$ cat config.mk
export PLATFORM = sky130hd
export DESIGN_NAME = chan_mbox_ctrl
export DESIGN_NICKNAME = d
export VERILOG_FILES = /design/src/rtl/mbx_pkg.sv /design/src/rtl/mbx_fifo.sv /design/src/rtl/mbx_collect.sv /design/src/rtl/chan_mbox_ctrl.sv
export SDC_FILE = /design/constraint.sdc
export NUM_CORES = 1
export LEC_CHECK = 0
export BUFFER_PORTS_ARGS = -buffer_cell sky130_fd_sc_hd__buf_2
export CAP_MARGIN = 25
export CORE_MARGIN = 2
export CORE_UTILIZATION = 45
export DETAILED_ROUTE_END_ITERATION = 8
export PLACE_DENSITY = 0.7
export SYNTH_ARGS = -nofsm -noshare
export SYNTH_HDL_FRONTEND = slang
export SYNTH_SLANG_ARGS = --single-unit
$ cat constraint.sdc
create_clock -name clk -period 14.6 [get_ports clk]
set_input_delay 1.46 -clock clk [delete_from_list [all_inputs] [get_ports clk]]
set_output_delay 1.46 -clock clk [all_outputs]
set_load 0.02 [all_outputs]
$ cat src/rtl/mbx_pkg.sv
package mbx_pkg;
  localparam logic [31:0] MBX_EMPTY_MARK = 32'hFFFF_FFFF;
  localparam logic [7:0]  OFF_PEEK       = 8'h90;
  localparam logic [7:0]  OFF_SENDER     = 8'h94;
  localparam logic [7:0]  OFF_IN_STAT    = 8'h98;
  localparam logic [7:0]  OFF_CFG        = 8'h9C;
  localparam logic [7:0]  OFF_OUT_STAT   = 8'hB8;
  localparam int          CFG_EN_BIT     = 0;
  localparam int          CFG_PEND_BIT   = 4;

  function automatic logic [31:0] stat_word(input logic full, input logic empty,
                                            input logic [7:0] cnt);
    return {full, empty, 22'd0, cnt};
  endfunction
endpackage

$ cat src/rtl/mbx_fifo.sv
module mbx_fifo #(
  parameter int W     = 32,
  parameter int DEPTH = 8,
  localparam int CW   = $clog2(DEPTH + 1),
  localparam int PW   = (DEPTH > 1) ? $clog2(DEPTH) : 1
) (
  input  logic          clk,
  input  logic          rst_n,
  input  logic          push,
  input  logic [W-1:0]  pdata,
  input  logic          pop,
  output logic [W-1:0]  head,
  output logic [CW-1:0] count,
  output logic          full,
  output logic          empty
);
  logic [W-1:0]  mem [DEPTH];
  logic [PW-1:0] wp_q, rp_q, wp_d, rp_d;
  logic [CW-1:0] cnt_q, cnt_d;

  function automatic logic [PW-1:0] bump(input logic [PW-1:0] p);
    return (p == PW'(DEPTH - 1)) ? '0 : p + 1'b1;
  endfunction

  always_comb begin
    wp_d  = push ? bump(wp_q) : wp_q;
    rp_d  = pop  ? bump(rp_q) : rp_q;
    cnt_d = cnt_q + CW'(push) - CW'(pop);
  end

  always_ff @(posedge clk or negedge rst_n) begin
    if (!rst_n) begin
      wp_q  <= '0;
      rp_q  <= '0;
      cnt_q <= '0;
    end else begin
      wp_q  <= wp_d;
      rp_q  <= rp_d;
      cnt_q <= cnt_d;
    end
  end

  always_ff @(posedge clk) begin
    if (push) mem[wp_q] <= pdata;
  end

  assign head  = mem[rp_q];
  assign count = cnt_q;
  assign full  = (cnt_q == CW'(DEPTH));
  assign empty = (cnt_q == '0);


  no_overflow_chk: assert property (@(posedge clk) disable iff (!rst_n)
    push |-> !full);

  no_underflow_chk: assert property (@(posedge clk) disable iff (!rst_n)
    pop |-> !empty);
endmodule

$ cat src/rtl/mbx_collect.sv
module mbx_collect #(
  parameter int NCH  = 9,
  localparam int PKW = (NCH > 1) ? $clog2(NCH) : 1
) (
  input  logic           clk,
  input  logic           rst_n,
  input  logic [NCH-1:0] avail,
  input  logic           space,
  output logic [NCH-1:0] take,
  output logic [PKW-1:0] pick,
  output logic           any
);
  always_comb begin
    take = '0;
    pick = '0;
    any  = 1'b0;
    for (int i = 0; i < NCH; i++) begin
      if (space && avail[i] && !any) begin
        take[i] = 1'b1;
        pick    = PKW'(i);
        any     = 1'b1;
      end
    end
  end


  take_onehot_chk: assert property (@(posedge clk) disable iff (!rst_n)
    $onehot0(take));

  take_avail_chk: assert property (@(posedge clk) disable iff (!rst_n)
    (take & ~avail) == '0);
endmodule

$ cat src/rtl/chan_mbox_ctrl.sv
module chan_mbox_ctrl
  import mbx_pkg::*;
#(
  parameter int NCH    = 9,   // channel count, at most 16
  parameter int DEPTH  = 8,
  parameter int ADDR_W = 12,
  localparam int CW    = $clog2(DEPTH + 1),
  localparam int PKW   = (NCH > 1) ? $clog2(NCH) : 1
) (
  input  logic              clk,
  input  logic              rst_n,
  input  logic              bus_valid,
  output logic              bus_ready,
  input  logic              bus_write,
  input  logic [ADDR_W-1:0] bus_addr,
  input  logic [31:0]       bus_wdata,
  output logic [31:0]       bus_rdata,
  output logic              irq_o,
  input  logic [NCH-1:0]    chan_avail,
  input  logic [NCH-1:0]    chan_busy,
  input  logic [NCH*32-1:0] chan_rdata,
  output logic [NCH-1:0]    chan_take,
  output logic [31:0]       chan_req_data,
  output logic [NCH-1:0]    chan_req_valid
);
  logic [7:0]     off;
  logic           rd, wr, is_pop, is_send, cfg_we;
  logic           en_q, en_d;
  logic [31:0]    in_head, out_head, pick_word;
  logic [CW-1:0]  in_cnt, out_cnt;
  logic           in_full, in_empty, out_full, out_empty;
  logic           in_pop, coll_any, out_push, fwd;
  logic [PKW-1:0] pick;
  logic [3:0]     ch;
  logic           ch_ok, busy_sel, send_ok;

  assign bus_ready = 1'b1;
  assign off     = bus_addr[7:0];
  assign rd      = bus_valid && !bus_write;
  assign wr      = bus_valid && bus_write;
  assign is_pop  = (off >= 8'h80) && (off <= 8'h8C);
  assign is_send = (off >= 8'hA0) && (off <= 8'hAC);
  assign cfg_we  = wr && (off == OFF_CFG);

  // config enable: next state and register
  always_comb en_d = cfg_we ? bus_wdata[CFG_EN_BIT] : en_q;
  always_ff @(posedge clk or negedge rst_n) begin
    if (!rst_n)      en_q <= 1'b0;
    else if (cfg_we) en_q <= en_d;
  end

  assign irq_o = en_q && !in_empty;

  // reply collection into inbound queue
  mbx_collect #(.NCH(NCH)) u_coll (
    .clk(clk), .rst_n(rst_n), .avail(chan_avail), .space(!in_full),
    .take(chan_take), .pick(pick), .any(coll_any)
  );
  assign pick_word = chan_rdata[32*pick +: 32];
  assign in_pop    = rd && is_pop && !in_empty;

  mbx_fifo #(.W(32), .DEPTH(DEPTH)) u_inq (
    .clk(clk), .rst_n(rst_n), .push(coll_any), .pdata(pick_word),
    .pop(in_pop), .head(in_head), .count(in_cnt), .full(in_full), .empty(in_empty)
  );

  // request dispatch
  assign ch    = bus_wdata[3:0];
  assign ch_ok = (32'(ch) < NCH);
  always_comb begin
    busy_sel = 1'b0;
    for (int i = 0; i < NCH; i++)
      if (ch == 4'(i)) busy_sel = chan_busy[i];
  end
  assign send_ok  = wr && is_send && !out_full && ch_ok;
  assign out_push = send_ok && busy_sel;
  assign fwd      = send_ok && !busy_sel;

  always_comb begin
    chan_req_valid = '0;
    for (int i = 0; i < NCH; i++)
      chan_req_valid[i] = fwd && (ch == 4'(i));
  end
  assign chan_req_data = bus_wdata;

  mbx_fifo #(.W(32), .DEPTH(DEPTH)) u_outq (
    .clk(clk), .rst_n(rst_n), .push(out_push), .pdata(bus_wdata),
    .pop(1'b0), .head(out_head), .count(out_cnt), .full(out_full), .empty(out_empty)
  );

  // register read mux
  always_comb begin
    bus_rdata = '0;
    if (rd) begin
      if (is_pop || off == OFF_PEEK)
        bus_rdata = in_empty ? MBX_EMPTY_MARK : in_head;
      else if (off == OFF_IN_STAT)
        bus_rdata = stat_word(in_full, in_empty, 8'(in_cnt));
      else if (off == OFF_OUT_STAT)
        bus_rdata = stat_word(out_full, out_empty, 8'(out_cnt));
      else if (off == OFF_CFG) begin
        bus_rdata[CFG_EN_BIT]   = en_q;
        bus_rdata[CFG_PEND_BIT] = !in_empty;
      end
    end
  end


  cfg_write_chk: assert property (@(posedge clk) disable iff (!rst_n)
    cfg_we |=> (en_q == $past(bus_wdata[0])));

  req_onehot_chk: assert property (@(posedge clk) disable iff (!rst_n)
    $onehot0(chan_req_valid));

  full_drop_chk: assert property (@(posedge clk) disable iff (!rst_n)
    (wr && is_send && out_full) |=> (out_cnt == $past(out_cnt)));

  park_head_chk: assert property (@(posedge clk) disable iff (!rst_n)
    (out_push && out_empty) |=> (out_head == $past(bus_wdata)));
endmodule

# Yosys cells after proc, flatten, opt, wreduce, memory -nomap -nowiden
# Memory sizes are Yosys's and may differ from the RTL's.
# Index checks and enable logic that the tools add are counted.
# totals
memories,1
ram_bits,256
ff_bits,15
out_inout_bits,84
in_bits,354
elab_cells,137
# op_classes
n_lt_le_gt_ge,5
mux,48
n_shift,1
eq_ne,16
n_addsub,5
n_reduce_logical,56
# memory_table
name,depth,word_bits,read_ports,rd_clocked_by_memory_dff,write_ports,line_no,rtl
u_inq.mem,8,32,1,0,1,mbx_fifo.sv:17,logic [W-1:0] mem [DEPTH];
# op_table
cell,count
288-bit by 10-bit variable part select with 32-bit output,1
32-bit 2-to-1 mux,4
1-bit logical AND,39
1-bit 2-to-1 mux,33
8-bit == test (second input constant),4
27-bit 2-to-1 mux,1
3-bit 2-to-1 mux,7
4-bit by 3-bit == test with 1-bit output (second input constant),4
8-bit greater-or-equal comparator (second input constant),2
8-bit less-or-equal comparator (second input constant),2
1-bit logical NOT,13
4-bit == test (second input constant),3
4-bit logical NOT,3
4-bit by 1-bit adder with 4-bit output,2
4-bit by 2-bit == test with 1-bit output (second input constant),2
3-bit by 1-bit adder with 3-bit output (second input constant),2
3-bit == test (second input constant),2
4-bit by 1-bit == test with 1-bit output (second input constant),1
4-bit less-than comparator (second input constant),1
2-bit 2-to-1 mux,2
4-bit 2-to-1 mux,1
4-bit by 1-bit subtractor with 4-bit output,1
1-bit logical OR,1

# Logic depth before layout (Yosys ltp)
# Gate-level depths: netlist of the first run.
# depth
word_depth,30
depth_mapped,11
depth_no_buf,11

# Modules after synthesis
# A second synthesis of the first run with hierarchy kept.
# unflattened
hier_cells,1235
area_unflattened_um2,23933.0
# modules_own_cells
module,cells_per_inst,seq_area_each_um2,instances,area_each_um2
mbx_fifo,428,7937.6,2,10213.5
chan_mbox_ctrl,350,25.0,1,3303.2
mbx_collect,29,0.0,1,202.7

# Least setup slack after synthesis of the first run
# Ideal clock, no wire load.
# synth_path
kind,input port to flip-flop
startpoint,input port chan_avail[4]
endpoint,"memory u_inq.mem[4][0], enable pin"
required_ns,14.087
n_path_buf,0
slack_ns,8.831
t_arrival_ns,5.256
setup_ns,0.513
cell_stages,5
cell_sequence,nor2_1 > nand2_1 > nor2_1 > a31o_2 > nor4b_1
# synth_between
elab_chain_len,17
# synth_lines
item,line_no,rtl
"start, declared",chan_mbox_ctrl.sv:19,"input logic [NCH-1:0] chan_avail,"
1-bit logical AND * (2 in a row),mbx_collect.sv:18,if (space && avail[i] && !any) begin
1-bit 2-to-1 mux *,mbx_collect.sv:18,
1-bit logical NOT,mbx_collect.sv:18,
1-bit logical AND,mbx_collect.sv:18,
1-bit 2-to-1 mux *,mbx_collect.sv:18,
1-bit logical NOT,mbx_collect.sv:18,
1-bit logical AND,mbx_collect.sv:18,
1-bit 2-to-1 mux *,mbx_collect.sv:18,
1-bit logical NOT,mbx_collect.sv:18,
1-bit logical AND,mbx_collect.sv:18,
1-bit 2-to-1 mux *,mbx_collect.sv:18,
1-bit logical NOT,mbx_collect.sv:18,
1-bit logical AND,mbx_collect.sv:18,
1-bit 2-to-1 mux *,mbx_collect.sv:18,
1-bit 2-to-1 mux *,mbx_fifo.sv:44,if (push) mem[wp_q] <= pdata;
1-bit 2-to-1 mux (implied by the code) *,mbx_fifo.sv:44,
"end, declared",mbx_fifo.sv:17,
# Every way passes the cells marked *; elsewhere a longest branch is shown, timed or not.

# Worst setup path in the final report of the first run
# layout_path
startpoint,input port bus_addr[0]
endpoint,output port bus_rdata[2]
# layout_between
elab_chain_len,5
elab_cells_between_ends,11
cone_classes,order compare (2); eq/ne (3); mux (4); reduce/logical (2)
# layout_lines
item,line_no,rtl
"start, declared",chan_mbox_ctrl.sv:15,"input logic [ADDR_W-1:0] bus_addr,"
"8-bit greater-or-equal comparator, or another cell as far along",chan_mbox_ctrl.sv:41,assign is_pop = (off >= 8'h80) && (off <= 8'h8C);
1-bit logical AND or 3-bit 2-to-1 mux (tied branches),"chan_mbox_ctrl.sv:41, chan_mbox_ctrl.sv:99",
1-bit logical OR or 32-bit 2-to-1 mux (tied branches),"chan_mbox_ctrl.sv:95, chan_mbox_ctrl.sv:97",
32-bit 2-to-1 mux *,chan_mbox_ctrl.sv:95,if (is_pop || off == OFF_PEEK)
32-bit 2-to-1 mux *,chan_mbox_ctrl.sv:94,if (rd) begin
"end, declared",chan_mbox_ctrl.sv:17,"output logic [31:0] bus_rdata,"
# Marked as above.

==> run metrics, run 1 <==
min Tclk post-route 5010 ps; final hold violations 0; hold_sp u_outq.count[3]$_DFF_PN0_; Die H 178 um; syn nets 1311; Detail Route Antenna Nets 0; Die W 178 um; clock-pin slew on the worst setup and hold paths 60 ps; crit-path max FO 6; hold path cells 1; startpoint types input pin; Final Cycle Share 34.3%; Worst VDD drop 0.0968 mV; Post-CTS Setup Bufs 0; initial antenna violation count 12; Slew Limit Fails 0; R2R Setup Slk 10540 ps; Hold EP u_outq.count[3]$_DFF_PN0_; Slew HR 32.6%; post-DP HPWL 30200 um; crit path kind in2out; vias in the first global route 9472; Lkg Pwr 6.70 nW; worst reg2reg path depth 8; final WL 42300 um; count leader, synth edfxtp_1; Initial Util 45.9%; total CTS buffers 26; unrepaired setup endpoints after global routing no; DIE AREA 31800 sq um; outcome complete, no violations; worst skew pair latency 520 ps; Yosys top cell by area edfxtp_1; drt first pass iters 5; Mapped Area 13700 sq um; arrival time at the worst endpoint 3550 ps; area of the multi-input gates 5090 sq um; Seq/Total Area, Yosys 58.9%; # resized after CTS 0; WL met2 21200 um; Synth Warn # 0; Hold-fix buffers, CTS 0; GRT Util Overall 26.2%; Met1 Wirelength 15700 um; Register Area 8070 sq um; clock sink total 271; first-pass GRT wire length 60000 um; top post-synthesis cells by count edfxtp_1, mux2i_1, nand2_1; initial DRC count 846; Site Rows 63; area share of the largest cell type after synthesis 56.2%; Avg Cell Area, Syn 14.5 sq um; DRC violations left 0; worst min path class reg2reg; Worst Hold Slack 545 ps; CP max-delay cell nor4b_1; largest net degree at the start of global routing 52; most frequent CP cell buf_2; Crit Reg-Reg Endpoint u_inq.mem[7][31]$_DFFE_PP_; crit-path cells buf_2 > nor2_1 > nand4b_1 > nor4b_1 > a221oi_1 > a311oi_1 > buf_2; critical path data required time 13140 ps; FMAX 0.200 GHz; metal3 WL 3660 um; Root Buffer clkbuf_16; Synth Register Bits 271; area grow syn2layout 21.4%; top sig layer met5; post-synthesis cell count 944; family with the most delay on the worst path simple AND/OR/NAND/NOR gates; Via Count 9710; Util after Layout 55.8%; synth top area cells edfxtp_1, mux4_2, mux2i_1; Max Cap Violations 0; WL/cell 25.1 um; PortBufs 376; Setup violations, final 0; Synth cell types 56; Total Nets Final 1639; worst slew pin tran 1010 ps; fillers 2482; Placer Congestion 0.886; post-DR vias/cell 5.77; io pins 438; Most used DFF post-synth edfxtp_1; clock tree buffer depth 3; core box area 29800 sq um; H-tree depth 1; CP max stage delay 790 ps; number of synthesized flops with an enable pin 256; Worst Skew 9.27 ps; Overflow after GRT 0; worst reg2reg startpoint u_inq.count[2]$_DFF_PN0_; pwr/cell area 155 nW/um^2; crit path capture type output port; worst path bufs/invs 2; CTS tree built; fraction of registers with async set/reset 5.54%; setup_tns 0 ps; share of cells above drive strength 1 40.1%
state kept, by name, summed over array words and instances, names as in the netlist:
| signal | count |
|---|---|
| u_inq.count | 4 |
| u_inq.wp_q | 3 |
| u_inq.mem | 256 |
| en_q | 1 |
| u_outq.count | 4 |
| u_inq.rp_q | 3 |
through the flow:
stage / worst slack (ps) / instances / area, sq um / power (mW)
6_report: 9590 / 1684 / 16600 / 2.58
2_1_floorplan: 8830 / 944 / 13700 / 1.71
3_3_place_gp: 9450 / 1630 / 15700 / 1.93
3_5_place_dp: 9530 / 1632 / 15700 / 1.96
5_1_grt: 9400 / 1683 / 16600 / 2.70
4_1_cts: 9500 / 1677 / 16600 / 2.60
where the power goes:
part	switching (mW)	internal [mW]
Clock	0.270	0.371
Combinational	0.419	0.300
Sequential	0.0859	1.14
Total	0.775	1.81
logic make-up after synthesis:
logic type	after synthesis	share of synthesized area, %
mux	201	20.6
compound gates	150	7.76
simple gates	195	6.84
other cells	1	0.0274
xor+xnor	4	0.256
fa+ha+maj	13	1.24
flops	271	58.9
buf+inv	109	4.38
cell type report:
cell class	count	area share, %
Antenna cell	5	0.0753
Multi-Input combinational cell	564	30.6
Clock buffer	31	4.16
Tap cell	390	2.94
Sequential cell	271	48.6
Timing Repair Buffer	395	12.6
Clock inverter	14	0.753
Inverter	14	0.316
placed cells by master (no fill, tap or decap), drive strengths merged, types with 5 or more instances in the layout:
cell type  synthesis  final
a2111o            22     22
a21oi             51     51
buf               57    395
clkbuf            38     31
clkinv             0      8
dfrtp             15     15
diode              0      5
edfxtp           256    256
ha                12     12
inv               14     14
mux2i            136    136
mux4              64     64
nand2             71     71
nand2b             7      7
nor2              50     50
nor3              12     12
nor3b              7      7
nor4               7      7
o22ai             33     33
o2bb2ai           11     11
or3               12     12
per-layer routing:
layer | vias to the layer above | GRT usage, %
li1 | 4361 | -
met1 | 4769 | 33.8
met2 | 489 | 43.4
met3 | 83 | 5.46
met4 | 8 | 10.8
met5 | - | 0
worst max-delay path by stage:
stage,start,endpoint,slack [ps],cells past startpoint
after floorplan,chan_avail[4],u_inq.mem[4][0]$_DFFE_PP_,8830,5
after global placement,chan_avail[4],u_inq.mem[4][31]$_DFFE_PP_,9450,8
after detailed placement,chan_avail[4],u_inq.mem[4][31]$_DFFE_PP_,9530,8
after CTS,u_inq.rp_q[0]$_DFFE_PN0P_,bus_rdata[4],9500,6
after global routing,u_inq.rp_q[0]$_DFFE_PN0P_,bus_rdata[4],9400,6
final,bus_addr[0],bus_rdata[2],9590,7
No activity file was read; power rests on OpenSTA's default activity.
==> inputs of run 2 (changes only) <==
--- a/config.mk
+++ b/config.mk
@@ -10,7 +10,7 @@
 export CORE_MARGIN = 2
 export CORE_UTILIZATION = 45
 export DETAILED_ROUTE_END_ITERATION = 8
-export PLACE_DENSITY = 0.7
+export PLACE_DENSITY = 0.73
 export SYNTH_ARGS = -nofsm -noshare
 export SYNTH_HDL_FRONTEND = slang
 export SYNTH_SLANG_ARGS = --single-unit
==> constraint.sdc (replaced) <==
create_clock -name clk -period 4.2 [get_ports clk]
set_input_delay 0.42 -clock clk [delete_from_list [all_inputs] [get_ports clk]]
set_output_delay 0.42 -clock clk [all_outputs]
set_load 0.02 [all_outputs]
==> run metrics, run 2 (same netlist as run 1, synthesis figures left out) <==
core box area 29800 sq um (unchanged); initial antenna violation count 16 (+4); Max Cap Violations 0 (unchanged); post-DP HPWL 30800 um (+2.1%); FMAX 0.292 GHz; DRC violations left 0 (unchanged); clock tree buffer depth 3 (unchanged); placed cell count 1639 (+0.43%); area grow syn2layout 22.1%; drt first pass iters 5 (unchanged); worst path bufs/invs 4 (+2); CP max stage delay 500 ps (-290 ps); Site Rows 63 (unchanged); worst slew pin tran 1010 ps (-1.58 ps); Reg with most FFs u_inq.mem; Lkg Pwr 6.75 nW (+0.75%); crit path kind reg2out; Placer Congestion 0.981 (+11%); total CTS buffers 25 (-3.8%); most frequent CP cell buf_4; first-pass GRT wire length 60500 um (+0.84%); Die H 178 um (unchanged); clock-pin slew on the worst setup and hold paths 70 ps (about the same); worst min path class in2reg; DIE AREA 31800 sq um (unchanged); post-DR vias/cell 5.85 (+1.5%); Crit. path cell count 9 (+2); PortBufs 376 (unchanged); GRT Util Overall 26.1% (-0.073 points); Total Nets Final 1645 (+0.37%); hold path cells 3 (+2); Area after DPL 15800 sq um (+0.61%); pwr/cell area 542 nW/um^2 (+250%); most common cell after layout, fill and taps aside buf_2; startpoint types flop; final hold violations 0 (unchanged); outcome complete, no violations; largest net degree at the start of global routing 38 (-27%); io pins 438 (unchanged); vias in the first global route 9694 (+2.3%); H-tree depth 1 (unchanged); arrival time at the worst endpoint 3010 ps (-540 ps); unrepaired setup endpoints after global routing no; clock sink total 271 (unchanged); Overflow after GRT 0 (unchanged); Worst VDD drop 0.338 mV (+250%); Detail Route Antenna Nets 0 (unchanged); share of cells above drive strength 1 40.2% (+0.092 points); Setup violations, final 0 (unchanged); CP max-delay cell nor3_1; crit-path max FO 33 (+27); Util after Layout 56.1% (+0.32 points); Via Count 9923 (+2.2%); Slew HR 32.7% (+0.11 points); Root Buffer clkbuf_16; setup_tns 0 ps (unchanged); crit-path cells inv_1 > ha_1 > nor3b_2 > buf_4 > nand2b_1 > nor3_1 > and3_1 > buf_4 > buf_2; WL/cell 25.2 um (+0.25%); fillers 2438 (-1.8%); worst reg2reg path depth 10 (+2); final WL 42800 um (+0.96%); Die W 178 um (unchanged); finished layout cell area 16700 sq um (+0.58%); Initial Util 45.9% (unchanged); Slew Limit Fails 0 (unchanged); crit path capture type output port; min Tclk post-route 3430 ps; most frequent cells in the layout buf_2, edfxtp_1, mux2i_1, nand2_1, mux4_2; Cell Count, Final, Fillers Out 1696 (+0.71%); critical path data required time 3780 ps (-9360 ps); CTS tree built; worst skew pair latency 530 ps (about the same); family with the most delay on the worst path simple AND/OR/NAND/NOR gates; initial DRC count 1021 (+21%); Final Cycle Share 81.7%; Worst Skew 18.0 ps (+8.73 ps); Largest register FFs 256 (unchanged)
## run 2: changes by cell type in the layout (fill, tap and decap cells not counted), moves of 2 or more
cell / delta
clkbuf_16: -2
buf_12: +5
clkinvlp_4: -4
clkinv_1: +3
buf_16: -2
diode_2: +5
clkbuf_1: -2
buf_4: +4
clkinv_4: +2
inv_6: +2
## run 2: area by class of cell
class,instances,area (sq um),area share (%)
clock buffer,27,633,3.79
multi-input combinational,564,5110,30.6
sequential,271,8070,48.3
tap,390,488,2.92
clock inverter,18,171,1.03
inverter,14,52.6,0.314
antenna,10,25.0,0.150
timing repair buffer,402,2160,12.9
## run 2: through the flow
step / hold WS [ps] / setup slack [ps] / power (mW)
after floorplan: 124 / 59.4 / 5.93
after global placement: 356 / 908 / 6.76
after detailed placement: 357 / 914 / 6.86
after CTS: 257 / 824 / 9.08
after global routing: 292 / 627 / 9.42
final: 274 / 770 / 9.06
## run 2: layer usage
| layer | part of all wire, % | wire length (um) | vias up | GRT usage, % |
|---|---|---|---|---|
| met3 | 8.4 | 3590 | 88 | 5.03 |
| met2 | 50 | 21400 | 523 | 43.9 |
| met4 | 2.9 | 1250 | 6 | 8.57 |
| li1 | - | - | 4392 | - |
| met1 | 38 | 16400 | 4914 | 34.3 |
| met5 | 0.094 | 40 | - | 0 |
## run 2: worst register-to-register path, cell delays in order, from the launching register on
cell,delay [ps]
dfrtp_1,350
inv_1,70
ha_1,190
nor3b_2,140
buf_4,170
nand2b_1,160
nor3_1,500
nand3_1,390
buf_4,360
a21oi_1,450
a2111o_1,400
## run 2: worst paths after layout
kind	startpoint	endpoint	slack [ps]
max in group asynchronous	rst_n	u_inq.rp_q[0]$_DFFE_PN0P_	3550
max reg2reg	u_inq.count[2]$_DFF_PN0_	u_inq.mem[7][11]$_DFFE_PP_	790
min in group asynchronous	rst_n	u_outq.count[1]$_DFF_PN0_	350
min	bus_wdata[0]	en_q$_DFFE_PN0P_	270
max	u_inq.count[2]$_DFF_PN0_	chan_take[8]	770
min reg2reg	u_outq.count[3]$_DFF_PN0_	u_outq.count[3]$_DFF_PN0_	540
## run 2: power by group
part           internal (mW)  total (mW)  switching [mW]
clock network           1.28        2.24           0.961
registers               3.95        4.27           0.328
logic                   1.08        2.55            1.47
## run 2: repair_timing
action,4_1_cts,5_1_grt
resized for setup,0,0
hold buffers,1,0
hold endpoints to repair,15,0
setup buffers,0,0
